--- config.mk ---
export PLATFORM = sky130hd
export DESIGN_NAME = gpio_irq_router
export DESIGN_NICKNAME = d
export VERILOG_FILES = /design/src/rtl/gpio_irq_router_pkg.sv /design/src/rtl/router_cfg_reg.sv /design/src/rtl/router_pair_steer.sv /design/src/rtl/router_shared_or.sv /design/src/rtl/gpio_irq_router.sv
export SDC_FILE = /design/constraint.sdc
export NUM_CORES = 1
export LEC_CHECK = 0
export ABC_CLOCK_PERIOD_IN_PS = 1300
export BUFFER_PORTS_ARGS = -buffer_cell sky130_fd_sc_hd__buf_2
export CAP_MARGIN = 20
export CORE_MARGIN = 1
export CORE_UTILIZATION = 38
export DETAILED_ROUTE_END_ITERATION = 16
export MAX_ROUTING_LAYER = met4
export PLACE_DENSITY = 0.87
export SLEW_MARGIN = 25
export SYNTH_ARGS = -nofsm -noshare
export SYNTH_HDL_FRONTEND = slang
export SYNTH_SLANG_ARGS = --single-unit
--- constraint.sdc ---
create_clock -name clk -period 1.3 [get_ports clk]
set_input_delay 0.065 -clock clk [delete_from_list [all_inputs] [get_ports clk]]
set_output_delay 0.065 -clock clk [all_outputs]
set_load 0.005 [all_outputs]
--- src/rtl/gpio_irq_router_pkg.sv ---
package gpio_irq_router_pkg;
    localparam int unsigned BANK0_LINES  = 14;
    localparam int unsigned BANK1_LINES  = 24;
    localparam int unsigned BANK2_LINES  = 32;
    localparam int unsigned BANK1_FIXED  = 6;

    localparam int unsigned BANK1_PAIRED    = BANK1_LINES - BANK1_FIXED;
    localparam int unsigned PAIR_COUNT      = BANK0_LINES + BANK1_PAIRED;
    localparam int unsigned DEDICATED_COUNT = PAIR_COUNT + BANK1_FIXED;
    localparam int unsigned SHARED_COUNT    = 3;

    typedef logic [PAIR_COUNT-1:0] route_cfg_t;

    typedef struct packed {
        route_cfg_t route;
    } cfg_state_t;
endpackage

--- src/rtl/router_cfg_reg.sv ---
module router_cfg_reg
    import gpio_irq_router_pkg::*;
(
    input  logic       clk,
    input  logic       rst_n,
    input  logic       wr_en,
    input  route_cfg_t wr_data,
    output route_cfg_t route
);
    cfg_state_t state_d;
    cfg_state_t state_q;

    always_comb begin
        state_d = state_q;
        if (wr_en) begin
            state_d.route = wr_data;
        end
    end

    always_ff @(posedge clk or negedge rst_n) begin
        if (!rst_n) begin
            state_q <= '0;
        end else begin
            state_q <= state_d;
        end
    end

    assign route = state_q.route;
endmodule

--- src/rtl/router_pair_steer.sv ---
module router_pair_steer #(
    parameter int unsigned PAIRS = 32
) (
    input  logic [PAIRS-1:0] low_src,
    input  logic [PAIRS-1:0] high_src,
    input  logic [PAIRS-1:0] pick_high,
    output logic [PAIRS-1:0] ded_out,
    output logic [PAIRS-1:0] low_spill,
    output logic [PAIRS-1:0] high_spill
);
    // Each pair: the picked member takes the dedicated output,
    // the other member spills onto its bank's shared line.
    for (genvar p = 0; p < PAIRS; p++) begin : g_pair
        assign ded_out[p]    = pick_high[p] ? high_src[p] : low_src[p];
        assign low_spill[p]  = pick_high[p] & low_src[p];
        assign high_spill[p] = ~pick_high[p] & high_src[p];
    end
endmodule

--- src/rtl/router_shared_or.sv ---
module router_shared_or #(
    parameter int unsigned WIDTH = 14
) (
    input  logic [WIDTH-1:0] spill,
    output logic             any
);
    assign any = |spill;
endmodule

--- src/rtl/gpio_irq_router.sv ---
module gpio_irq_router
    import gpio_irq_router_pkg::*;
(
    input  logic        clk,
    input  logic        rst_n,
    input  logic        cfg_we,
    input  logic [31:0] cfg_wdata,
    output logic [31:0] cfg_rdata,
    input  logic [13:0] bank0_irq,
    input  logic [23:0] bank1_irq,
    input  logic [31:0] bank2_irq,
    output logic [37:0] dedicated_irq,
    output logic [2:0]  shared_irq
);
    route_cfg_t              route_q;
    logic [PAIR_COUNT-1:0]   low_src;
    logic [PAIR_COUNT-1:0]   ded_paired;
    logic [PAIR_COUNT-1:0]   low_spill;
    logic [PAIR_COUNT-1:0]   high_spill;

    router_cfg_reg i_cfg (
        .clk     (clk),
        .rst_n   (rst_n),
        .wr_en   (cfg_we),
        .wr_data (cfg_wdata),
        .route   (route_q)
    );

    // Low member of each pair: bank 0 first, then paired bank 1 lines.
    assign low_src = {bank1_irq[BANK1_PAIRED-1:0], bank0_irq};

    router_pair_steer #(.PAIRS(PAIR_COUNT)) i_steer (
        .low_src    (low_src),
        .high_src   (bank2_irq),
        .pick_high  (route_q),
        .ded_out    (ded_paired),
        .low_spill  (low_spill),
        .high_spill (high_spill)
    );

    router_shared_or #(.WIDTH(BANK0_LINES)) i_or0 (
        .spill (low_spill[BANK0_LINES-1:0]),
        .any   (shared_irq[0])
    );

    router_shared_or #(.WIDTH(BANK1_PAIRED)) i_or1 (
        .spill (low_spill[PAIR_COUNT-1:BANK0_LINES]),
        .any   (shared_irq[1])
    );

    router_shared_or #(.WIDTH(BANK2_LINES)) i_or2 (
        .spill (high_spill),
        .any   (shared_irq[2])
    );

    assign dedicated_irq = {bank1_irq[BANK1_LINES-1:BANK1_PAIRED], ded_paired};
    assign cfg_rdata     = route_q;
endmodule

# After elaboration in Yosys (flattened, before gate mapping)
# Cells that the tools add are included.
# word_totals
output_inout_bits	73
wordCells	132
inputBits	105
regBits	32
# op_classes
n_mux	32
reduce_logical	3
bitwise	96
# ops
cell	count
AND 1 bit	64
2-to-1 mux 1 bit	32
NOT 1 bit	32
OR reduction 32 bit	1
OR reduction 18 bit	1
OR reduction 14 bit	1

# Depth between registers and ports, before layout
# logic_depth
depth_word	3
ltp_mapped	5
depth_no_buf	4

# Modules after synthesis
# A second synthesis with hierarchy kept.
# unflattened
cells_unflattened	192
area_unflattened_um2	2494.9
# by_module_without_submodules
module	area_per_inst_um2	n_inst	cells_each
router_cfg_reg	1345.0	1	68
router_pair_steer	962.2	1	96
router_shared_or at i_or2	75.1	1	11
gpio_irq_router	45.0	1	6
router_shared_or at i_or1	38.8	1	6
router_shared_or at i_or0	28.8	1	5

# Worst setup path after synthesis
# No wires, ideal clock.
# synth_timing
kind	register to output
start	register i_cfg.state_q (netlist bit i_cfg.route[23])
end	output shared_irq[1]
path_stages_with_launch	6
setup_slack_ns	0.101
arrival_ns	1.134
n_path_buf	1
t_required_ns	1.235
cell_sequence	dfrtp_1 -> a22o_1 -> a221oi_2 -> and3_1 -> nand4_1 -> buf_4
# synth_between
elab_chain_len	2
# synth_lines
item	line	text
start, declared	router_cfg_reg.sv:11	cfg_state_t state_q;
start signal, assigned	router_cfg_reg.sv:24	state_q <= state_d;
AND 1 bit	router_pair_steer.sv:15	assign low_spill[p] = pick_high[p] & low_src[p];
OR reduction 18 bit	router_shared_or.sv:7	assign any = |spill;
end, declared	gpio_irq_router.sv:13	output logic [2:0] shared_irq
# Every way passes these cells.

# Final worst setup path
# layout_timing
start	register i_cfg.state_q (netlist bit i_cfg.route[18])
end	output shared_irq[1]
# The elaborated chain is that of the path after synthesis.

==> results_dict.tcl <==
set metrics [dict create \
    worst_setup_path_start_kind "register" \
    yosysTopAreaCell "dfrtp_1" \
    grt_max_degree 33 \
    avgSynthCellArea_um2 11.3 \
    largest_reg_flops 32 \
    holdWs_ns 0.0111 \
    grt_pass1_wl_um 10100 \
    rows 26 \
    top_usage_layer "met2" \
    core_mm2 0.00514 \
    cp.required_ns 1.24 \
    hold_class "input port to register" \
    place_ws_ns -0.0433 \
    rsz0062_at_grt "true" \
    path_max_fanout 2 \
    timing.critical_path.arrival_ns 1.55 \
    wirelength_um 7630 \
    numCtsBuffers 5 \
    first_global_vias 2133 \
    die_width_um 75.5 \
    yosysTopAreaCellShare_pct 39.0 \
    p_leak_uw 0.00190 \
    cp-end-kind "primary output" \
    die_h_um 75.5 \
    dp_hpwl_um 5560 \
    path_class "register to primary output" \
    critPathTopFamily "compound AO/OA/AOI/OAI gates" \
    io_pins 178 \
    cts_buffer_depth 2 \
    dp_cells 428 \
    fin_worst_skew_ns 0 \
    layout-drive-gt1-share_pct 74.8 \
    port_buffers 165 \
    wl_per_cell_um 17.1 \
    violations "setup timing" \
    setup_slack_ns -0.317 \
    yosys.cell_types.count 16 \
    vias 2260 \
    synth_area_mm2 0.00205 \
    viasPerCell 5.06 \
    finalHoldViolCount 0 \
    yosysWarnings 0 \
    cts.htree.levels 2 \
    drcViolationCount 0 \
    final_nets 481 \
    fmax_mhz 618 \
    worst_path_largest_cell_delay_ns 0.38 \
    gp_congestion 0.826 \
    slowest_stage "dfrtp_1" \
    ir_drop_mv 0.766 \
    finalPower_uw 3490 \
    fin_crit_ns 1.62 \
    synth_fp_nets 287 \
    synthTopCellsByArea "dfrtp_1 (39%), mux2_2 (34%), inv_1 (5.9%)" \
    use_met1_pct 28.8 \
    worst-path-buf-inv 1 \
    worstMarginPinSlew_ns 0.361 \
    start_util_pct 39.9 \
    ys_seq_area_share_pct 39.0 \
    use_met2_pct 43.9 \
    num_antenna_cells 0 \
    gr-usage-all-layers_pct 25.1 \
    fin_cells 447 \
    first_pass_iters 4 \
    path_cells "a22o_1 > a221oi_2 > and3_4 > nand4_1 > buf_2" \
    slew_viol_final 0 \
    drv_cap 0 \
    gr-total-overflow 0 \
    cts_tree "built" \
    ys_ff_latch 32 \
    grt_use_met3_pct 3.97 \
    postSynthCellCount 182 \
    antenna_found_initial 0 \
    dieArea_mm2 0.00570 \
    cts.sinks 32 \
    max_slew_margin_pct 76.0 \
    power.density_mw_per_mm2 978 \
    area_growth_pct 73.9 \
    timing.final.crit_share_pct 124 \
    insertion_delay_ns 0.27 \
    final_antenna_net_count 0 \
    finalSetupViolations 9 \
    drt-initial-drc-count 70 \
    outcome "finished with violations" \
    cts_root_buf "clkbuf_8" \
    path_clk_slew_ns 0.07 \
]
[report_power, final]
group / leakage (uW) / internal (uW) / switching, uW
clock: 0.0000645 / 676 / 366
sequential: 0.000372 / 1100 / 103
combinational: 0.00146 / 768 / 480
[worst reg2reg max path, stage by stage, from the launching register on]
cell     delay (ns)
dfrtp_1        0.41
buf_6          0.13
buf_4          0.12
buf_4          0.13
mux2_2         0.25
[metal layers]
metal	wire, um	part of all wire (%)	vias to the layer above
li1	-	-	1055
met1	2950	39	1069
met2	4110	54	116
met3	403	5.3	20
met4	176	2.3	0
met5	0	0	-
[Yosys cell counts]
cell / number
mux2_1: 2
and3_1: 1
inv_1: 32
o22ai_1: 16
dfrtp_1: 32
a221oi_2: 3
a221oi_1: 2
clkbuf_2: 1
a22o_1: 4
a22oi_1: 7
buf_4: 9
nand4_1: 3
nor4_1: 4
nand2_1: 1
mux2_2: 62
buf_6: 3
[path summary, 6_finish.rpt]
kind / slack, ns / from / endpoint / cells after the start
max in group asynchronous: 0.49 / rst_n / i_cfg.route[18] / 3
worst max-delay path: -0.32 / i_cfg.route[18] / shared_irq[1] / 5
worst max register to register: 0.14 / i_cfg.route[21] / i_cfg.route[21] / 4
worst min register to register: 0.59 / i_cfg.route[4] / i_cfg.route[4] / 1
worst min-delay path: 0.01 / cfg_wdata[2] / i_cfg.route[2] / 2
min in group asynchronous: 0.24 / rst_n / i_cfg.route[12] / 2
[cells in the final DEF, fill, tap and decap left out]
cell type      synthesis  routed
buf_12                 0       1
nor4_1                 4       1
mux2_4                 0      16
buf_2                  0     149
nand4_1                3       3
dfrtp_1               32      30
a221oi_2               3       4
a22oi_1                7       6
nor4_2                 0       3
nand2_1                1       1
mux2_2                62      46
dfrtp_2                0       2
a22o_1                 4       4
inv_1                 32      32
and3_4                 0       1
o22ai_1               16      13
buf_6                  3      39
a22oi_2                0       1
dlygate4sd3_1          0       2
mux2_1                 2       2
bufinv_16              0       1
clkbuf_8               0       7
a221oi_1               2       1
o22ai_2                0       3
buf_4                  9       9
[final cells by class]
type,count,area [um^2]
inverters,32,120
clock buffers,7,96.3
clock inverters,1,30.0
multi-input cells,105,1140
repair buffers,200,1290
flip-flops and latches,32,803
well taps,70,87.6
fillers,419,1570
[cell families (layout without fill, tap and decap cells)]
family	Yosys count	after routing	synth area share, %
and+or+nand+nor	9	9	2.62
buffers and inverters	45	240	11.0
DFF	32	32	39.0
AOI/OAI and AO/OA	32	32	12.2
muxes	64	64	35.1
[what timing repair did]
action / CTS / global route
endpoints found under the hold margin: 16 / 0
pin swaps: 4 / 3
resized for setup: 18 / 50
hold buffers: 2 / 0
buffers inserted: 5 / 7
setup endpoints to repair: 9 / 26
[metrics by stage]
stage | util [%] | instance area [um^2] | TNS [ns]
finish | 69.4 | 3570 | -0.883
CTS | 64.7 | 3320 | -0.791
detailed placement | 59.4 | 3050 | -0.0707
global placement | 59.4 | 3050 | -0.0463
floorplan | - | 2050 | 0
global route | 69.4 | 3570 | -1.60
Note: power is estimated with default switching activity, not from simulation.
